## src/rtl/clkstop_pkg.sv

```systemverilog
package clkstop_pkg;

  typedef enum logic [1:0] {
    ST_RUN    = 2'd0,
    ST_ARMED  = 2'd1,
    ST_PARKED = 2'd2,
    ST_WAKE   = 2'd3
  } stop_state_e;

  typedef struct packed {
    logic lvl_t;
    logic lvl_c;
    logic en_t;
    logic en_c;
  } lane_drive_t;

  // Running lane: follows the sampled reference, both legs driven.
  function automatic lane_drive_t run_drive(input logic ref_lvl);
    lane_drive_t d;
    d.lvl_t = ref_lvl;
    d.lvl_c = ~ref_lvl;
    d.en_t  = 1'b1;
    d.en_c  = 1'b1;
    return d;
  endfunction

  // Parked lane: float=0 keeps the true leg driven high, float=1 releases both low.
  function automatic lane_drive_t park_drive(input logic float_mode);
    lane_drive_t d;
    d.lvl_t = ~float_mode;
    d.lvl_c = 1'b0;
    d.en_t  = ~float_mode;
    d.en_c  = 1'b0;
    return d;
  endfunction

  // Restart preparation: true leg driven high, complement still released.
  function automatic lane_drive_t wake_drive();
    lane_drive_t d;
    d.lvl_t = 1'b1;
    d.lvl_c = 1'b0;
    d.en_t  = 1'b1;
    d.en_c  = 1'b0;
    return d;
  endfunction

  // Debounced level: a new sample equal to the previous one is taken in.
  function automatic logic debounce_next(input logic cur_stop, input logic fresh_n,
                                         input logic prev_n);
    return (fresh_n == prev_n) ? ~fresh_n : cur_stop;
  endfunction

endpackage

```

## src/rtl/clkstop_sync.sv

```systemverilog
module clkstop_sync #(
  parameter int   STAGES  = 2,
  parameter logic RST_VAL = 1'b0
) (
  input  logic clk_i,
  input  logic rst_ni,
  input  logic d_i,
  output logic q_o
);
  logic [STAGES-1:0] chain_q;

  always_ff @(posedge clk_i) begin
    if (!rst_ni) chain_q <= {STAGES{RST_VAL}};
    else         chain_q <= {chain_q[STAGES-2:0], d_i};
  end

  assign q_o = chain_q[STAGES-1];
endmodule

```

## src/rtl/clkstop_debounce.sv

```systemverilog
module clkstop_debounce
  import clkstop_pkg::*;
(
  input  logic clk_i,
  input  logic rst_ni,
  input  logic ref_s_i,
  input  logic stop_s_i,
  output logic comp_rise_o,
  output logic ref_rise_o,
  output logic stop_acc_o
);
  logic ref_prev_q;
  logic sample_q;
  logic acc_q;

  // Complement rising edge == reference falling edge.
  assign comp_rise_o = ref_prev_q & ~ref_s_i;
  assign ref_rise_o  = ~ref_prev_q & ref_s_i;

  always_ff @(posedge clk_i) begin
    if (!rst_ni) begin
      ref_prev_q <= 1'b0;
      sample_q   <= 1'b1;
      acc_q      <= 1'b0;
    end else begin
      ref_prev_q <= ref_s_i;
      if (comp_rise_o) begin
        sample_q <= stop_s_i;
        acc_q    <= debounce_next(acc_q, stop_s_i, sample_q);
      end
    end
  end

  assign stop_acc_o = acc_q;
endmodule

```

## src/rtl/clkstop_seq.sv

```systemverilog
module clkstop_seq
  import clkstop_pkg::*;
#(
  parameter int LANES      = 4,
  parameter int WAKE_RISES = 2
) (
  input  logic             clk_i,
  input  logic             rst_ni,
  input  logic             stop_acc_i,
  input  logic             comp_rise_i,
  input  logic             ref_rise_i,
  input  logic [LANES-1:0] stoppable_i,
  input  logic             park_float_i,
  output stop_state_e      state_o,
  output logic [LANES-1:0] mask_o,
  output logic             float_o
);
  localparam int CW = $clog2(WAKE_RISES + 1);
  localparam logic [CW-1:0] LAST_RISE = CW'(WAKE_RISES - 1);

  stop_state_e      state_q;
  logic [CW-1:0]    rise_cnt_q;
  logic [LANES-1:0] mask_q;
  logic             float_q;
  logic             park_edge;

  // Mode 0 parks on the edge that makes true high, mode 1 on the edge making it low.
  assign park_edge = float_q ? comp_rise_i : ref_rise_i;

  always_ff @(posedge clk_i) begin
    if (!rst_ni) begin
      state_q    <= ST_RUN;
      rise_cnt_q <= '0;
      mask_q     <= '0;
      float_q    <= 1'b0;
    end else begin
      unique case (state_q)
        ST_RUN: begin
          mask_q  <= stoppable_i;
          float_q <= park_float_i;
          if (stop_acc_i) state_q <= ST_ARMED;
        end
        ST_ARMED: begin
          if (!stop_acc_i)    state_q <= ST_RUN;
          else if (park_edge) state_q <= ST_PARKED;
        end
        ST_PARKED: begin
          if (!stop_acc_i) begin
            state_q    <= ST_WAKE;
            rise_cnt_q <= '0;
          end
        end
        ST_WAKE: begin
          if (ref_rise_i) begin
            if (rise_cnt_q == LAST_RISE) state_q <= ST_RUN;
            else                         rise_cnt_q <= rise_cnt_q + 1'b1;
          end
        end
        default: state_q <= ST_RUN;
      endcase
    end
  end

  assign state_o = state_q;
  assign mask_o  = mask_q;
  assign float_o = float_q;
endmodule

```

## src/rtl/clkstop_lane.sv

```systemverilog
module clkstop_lane
  import clkstop_pkg::*;
(
  input  logic ref_lvl_i,
  input  logic parked_i,
  input  logic wake_i,
  input  logic stoppable_i,
  input  logic float_i,
  input  logic oe_force_i,
  output logic true_o,
  output logic comp_o,
  output logic true_en_o,
  output logic comp_en_o
);
  lane_drive_t drv;

  always_comb begin
    drv = run_drive(ref_lvl_i);
    if (stoppable_i && parked_i)    drv = park_drive(float_i);
    else if (stoppable_i && wake_i) drv = wake_drive();
    true_o    = drv.lvl_t;
    comp_o    = drv.lvl_c;
    true_en_o = drv.en_t & ~oe_force_i;
    comp_en_o = drv.en_c & ~oe_force_i;
  end
endmodule

```

## src/rtl/clkstop_ctrl.sv

```systemverilog
module clkstop_ctrl
  import clkstop_pkg::*;
#(
  parameter int LANES       = 4,
  parameter int SYNC_STAGES = 2,
  parameter int WAKE_RISES  = 2
) (
  input  logic             clk_i,
  input  logic             rst_ni,
  input  logic             ref_clk_i,
  input  logic             stop_ni,
  input  logic [LANES-1:0] stoppable_i,
  input  logic             park_float_i,
  input  logic             oe_force_i,
  output logic [LANES-1:0] lane_true_o,
  output logic [LANES-1:0] lane_comp_o,
  output logic [LANES-1:0] true_en_o,
  output logic [LANES-1:0] comp_en_o
);
  logic             ref_s_w;
  logic             stop_sync_w;
  logic             comp_rise_w;
  logic             ref_rise_w;
  logic             stop_acc_w;
  stop_state_e      state_w;
  logic [LANES-1:0] mask_w;
  logic             float_w;
  logic             parked_w;
  logic             wake_w;

  clkstop_sync #(.STAGES(SYNC_STAGES), .RST_VAL(1'b0)) u_ref_sync (
    .clk_i(clk_i), .rst_ni(rst_ni), .d_i(ref_clk_i), .q_o(ref_s_w));

  clkstop_sync #(.STAGES(SYNC_STAGES), .RST_VAL(1'b1)) u_stop_sync (
    .clk_i(clk_i), .rst_ni(rst_ni), .d_i(stop_ni), .q_o(stop_sync_w));

  clkstop_debounce u_deb (
    .clk_i(clk_i), .rst_ni(rst_ni), .ref_s_i(ref_s_w), .stop_s_i(stop_sync_w),
    .comp_rise_o(comp_rise_w), .ref_rise_o(ref_rise_w), .stop_acc_o(stop_acc_w));

  clkstop_seq #(.LANES(LANES), .WAKE_RISES(WAKE_RISES)) u_seq (
    .clk_i(clk_i), .rst_ni(rst_ni), .stop_acc_i(stop_acc_w),
    .comp_rise_i(comp_rise_w), .ref_rise_i(ref_rise_w),
    .stoppable_i(stoppable_i), .park_float_i(park_float_i),
    .state_o(state_w), .mask_o(mask_w), .float_o(float_w));

  assign parked_w = (state_w == ST_PARKED);
  assign wake_w   = (state_w == ST_WAKE);

  for (genvar g = 0; g < LANES; g++) begin : g_lane
    clkstop_lane u_lane (
      .ref_lvl_i(ref_s_w), .parked_i(parked_w), .wake_i(wake_w),
      .stoppable_i(mask_w[g]), .float_i(float_w), .oe_force_i(oe_force_i),
      .true_o(lane_true_o[g]), .comp_o(lane_comp_o[g]),
      .true_en_o(true_en_o[g]), .comp_en_o(comp_en_o[g]));
  end
endmodule

```

## config.mk

```make
export PLATFORM = sky130hd
export DESIGN_NAME = clkstop_ctrl
export DESIGN_NICKNAME = d
export VERILOG_FILES = /design/src/rtl/clkstop_pkg.sv /design/src/rtl/clkstop_sync.sv /design/src/rtl/clkstop_debounce.sv /design/src/rtl/clkstop_seq.sv /design/src/rtl/clkstop_lane.sv /design/src/rtl/clkstop_ctrl.sv
export SDC_FILE = /design/constraint.sdc
export NUM_CORES = 1
export LEC_CHECK = 0
export BUFFER_PORTS_ARGS = -buffer_cell sky130_fd_sc_hd__buf_2
export CORE_UTILIZATION = 50
export CTS_CLUSTER_DIAMETER = 50
export DETAILED_ROUTE_END_ITERATION = 7
export GPL_TIMING_DRIVEN = 0
export MAX_ROUTING_LAYER = met4
export PLACE_DENSITY = 0.76
export SYNTH_ARGS = -nofsm -noshare
export SYNTH_HDL_FRONTEND = slang
export SYNTH_SLANG_ARGS = --single-unit
```

## constraint.sdc

```tcl
create_clock -name clk_i -period 1.6 [get_ports clk_i]
set_input_delay 0.08 -clock clk_i [delete_from_list [all_inputs] [get_ports clk_i]]
set_output_delay 0.08 -clock clk_i [all_outputs]
set_load 0.02 [all_outputs]
```

==> impl_summary.log <==
[metrics] footprint of the multi-input gates: 404 sq um
[metrics] normalized max-slew margin: 75.9%
[metrics] flip-flop and latch count after synthesis: 16
[metrics] GRT Total Usage: 22.1%
[metrics] Post-Synthesis Cell Area: 900 sq um
[metrics] kind of path behind the tightest hold check: input pin to flip-flop
[metrics] Post-Synthesis Net Count: 120
[metrics] starting DRC count in detailed routing: 12
[metrics] DRC errors left: 0
[metrics] Cell Pwr Density: 741 mW/mm^2
[metrics] maximum vdd ir drop: 0.715 mV
[metrics] Sum Neg Setup Slack: 0 ns
[metrics] transition at the pin with the smallest max-transition slack: 0.360 ns
[metrics] register cell area after layout: 322 sq um
[metrics] cell with the largest stage delay on the worst path: dfxtp_1
[metrics] antenna violations before repair: 0
[metrics] number of nets at the end of the flow: 149
[metrics] initial core utilization: 56.4%
[metrics] count of synthesis-stage warnings from yosys: 0
[metrics] H-Tree Depth: 1
[metrics] setup bufs post-CTS: 0
[metrics] Die Y-Extent: 44.4 microns
[metrics] Top delay family on crit path: buffers and inverters
[metrics] adder and majority cell fraction of the synthesized area: 1.39%
[metrics] Max Root-Sink Buffers: 2
[metrics] area of the placeable core: 0.00159 sq mm
[metrics] type of element launching the critical path: flip-flop
[metrics] drt first pass iters: 4
[metrics] critical path depth in cells: 5
[metrics] area enclosed by the die boundary: 0.00197 sq mm
[metrics] endpoint required time on the critical path: 1.52 ns
[metrics] combinational family with the most area after synthesis: compound AO/OA/AOI/OAI gates
[metrics] FMAX: 666 MHz
[metrics] unrepaired setup endpoints after global routing: false
[metrics] Most common cell on crit path: buf_4
[metrics] final hold violation count: 0
[metrics] met3 capacity usage during global routing: 7.76%
[metrics] number of buffer cells added on primary ports: 24
[metrics] simple-gate portion of the synthesized area: 19.9%
[metrics] clock-pin slew reported for the worst setup and hold paths after clock tree synthesis: 0.10 ns
[metrics] worst stage delay on the critical path: 0.31 ns
[metrics] Post-Synth XOR/XNOR Area: 0%
[metrics] ratio of cells with drive above 1 in the final layout: 38.0%
[metrics] I/O pins: 26
[metrics] Worst setup EP type: output pin
[metrics] mux contribution to synthesized area: 0%
[metrics] clk_skew: 0.00558 ns
[metrics] GR met1 Demand/Resource: 27.5%
[metrics] sequential share of the synthesized area: 35.6%
[metrics] final clock period utilization by the worst path: 93.8%
[metrics] pin count of the biggest net entering global routing: 11
[metrics] switching share of power: 25.5%
[metrics] Clock Sinks: 16
[metrics] leakage component of the power: 0.000489 uW
[metrics] TritonCTS clock tree: built
[metrics] number of cells traversed by the worst hold path: 2
[metrics] distinct cell type count of the synthesized netlist: 30
[metrics] shortest clock period the worst path allows after layout: 1.50 ns
[metrics] met2 usage in global routing: 34.7%
[metrics] remaining number of nets flagged by the antenna check after routing: 0
[metrics] area growth from synthesis to layout: 22.7%
[metrics] global-route wire length before repair: 3130 microns
[metrics] buffer cell driving the clock tree root: clkbuf_4
[metrics] number of buffers added by the clock tree synthesis step: 3
[metrics] sum of overflow across all layers after global routing: 0
[metrics] detailed placer's ending HPWL: 1350 microns
[metrics] number of cell rows: 14
[metrics] drt via density: 5.06
[metrics] # diodes: 0
[metrics] DIE WIDTH: 44.4 microns
[metrics] count of filler cells inserted in the layout: 139
[metrics] cell-internal power: 609 uW
[metrics] synthesized area per cell: 8.25 sq um
[metrics] number of flops mapped to enable cells by yosys: 0
[metrics] total chip power: 818 uW
[metrics] Crit Path Class: flip-flop to output pin
[metrics] Critical path buffers and inverters: 4
[metrics] via count of the first global-routing pass: 742
[metrics] outcome: finished, final reports clean
[metrics] clock latency on the worst-skew pair: 0.29 ns
[metrics] top flip-flop cell by instance count after synthesis: dfxtp_1
[metrics] final number of max-transition violations: 0
[metrics] combinational share of power: 15.0%
[metrics] part of the total power dissipated in the clock network: 33.3%
[metrics] worst reg2reg path depth: 5
[metrics] via total after detailed routing: 815
[metrics] Critical Path AT: 1.42 ns
[metrics] ys async rst share: 0%
[metrics] sequential group share of total power: 51.7%
[metrics] routed len/inst: 11.6 microns
[metrics] total detailed-routing wirelength: 1860 microns
[metrics] Setup violations, final: 0
[metrics] largest fanout on the critical path: 10
[metrics] series of cell instances along the critical path: buf_4, clkbuf_2, a31oi_1, buf_4, buf_2
[metrics] Post-Syn Instances: 109
[metrics] net load switching power: 209 uW
[metrics] Max Cap Viol: 0
[metrics] routability congestion estimate from global placement: 0.744
[metrics] area fraction in compound gates after synthesis: 23.4%
[metrics] most congested layer reported by global routing: met2
area by class of cell:
type,count,share of cell area [%]
Multi-Input combinational cell,66,36.6
Inverter,4,1.36
Timing Repair Buffer,25,11.8
Tap cell,24,2.72
Buffer,22,15.1
Clock buffer,4,3.29
Sequential cell,16,29.1
cells in the mapped netlist (2+ instances only):
master / instances / area share [%]
or3_1: 2 / 1.4
and2_1: 3 / 2.1
inv_1: 3 / 1.3
clkbuf_1: 2 / 0.83
a21oi_1: 14 / 7.8
nand3_1: 2 / 1.1
buf_4: 18 / 15
a31oi_1: 10 / 7.0
o211ai_1: 2 / 1.7
o21ai_0: 6 / 3.3
nand2b_1: 4 / 2.8
nand2_1: 10 / 4.2
dfxtp_1: 16 / 36
per-stage QoR:
stage	std cells	instance area [sq um]	util (%)	setup WS [ns]	hold slack, ns
finish	161	1100	69.2	0.0992	0.0165
global route	161	1100	69.2	0.0222	0.00620
CTS	161	1090	68.7	0.0367	0.0189
detailed placement	157	1050	65.9	0.224	0.286
global placement	157	1050	65.9	0.252	0.269
floorplan	109	900	-	0.318	0.152
state kept, by name, summed over array words and instances, names as in the netlist, named ones only:
| name | cells |
|---|---|
| u_stop_sync.chain_q | 2 |
| u_seq.float_o | 1 |
| u_deb.sample_q | 1 |
| u_deb.stop_acc_o | 1 |
| u_seq.mask_o | 4 |
| u_ref_sync.chain_q | 2 |
| u_seq.state_o | 1 |
| u_deb.ref_prev_q | 1 |
| u_seq.rise_cnt_q | 2 |
kinds of logic (layout without fill, tap and decap cells):
logic type / Yosys count / in the layout
and+or+nand+nor: 29 / 29
buffers and inverters: 27 / 55
DFF: 16 / 16
adders and majority gates: 1 / 1
AOI/OAI and AO/OA: 36 / 36
placed cells by master (no fill, tap or decap), drive strengths merged, types with 2 or more instances in the layout:
cell	instances
or3	2
inv	3
dfxtp	16
and2	3
a21oi	14
nand2b	4
nand2	10
clkbuf	5
buf	45
o211ai	2
nand3	2
a31oi	10
o21ai	6
power by group through the flow:
stage	clock network (uW)	registers (uW)	logic (uW)
6_report	273	423	123
5_1_grt	299	425	133
4_1_cts	275	422	122
3_5_place_dp	0	431	120
3_3_place_gp	0	431	117
2_1_floorplan	0	429	84.9
timing repair:
item | in CTS | in global routing
resized for setup | 2 | 5
cloned | 0 | 0
endpoints found under the hold margin | 1 | 0
endpoints found under the setup margin | 8 | 8
hold buffers | 1 | 0
per-layer routing:
metal	up-vias	part of all wire, %
met2	21	46
met3	2	4.5
met4	0	0.54
li1	426	-
met5	-	0
met1	366	49
worst paths after layout:
path                                      from                                 to  slack, ns
max reg2reg   u_seq.rise_cnt_q[1]$_SDFFE_PN0P_   u_seq.rise_cnt_q[1]$_SDFFE_PN0P_       0.21
min                                  ref_clk_i   u_ref_sync.chain_q[0]$_SDFF_PN0_       0.02
max                                  flip-flop                       true_en_o[2]        0.1
min reg2reg  u_stop_sync.chain_q[0]$_SDFF_PN1_  u_stop_sync.chain_q[1]$_SDFF_PN1_       0.43
Note: power is estimated with default switching activity, not from simulation.
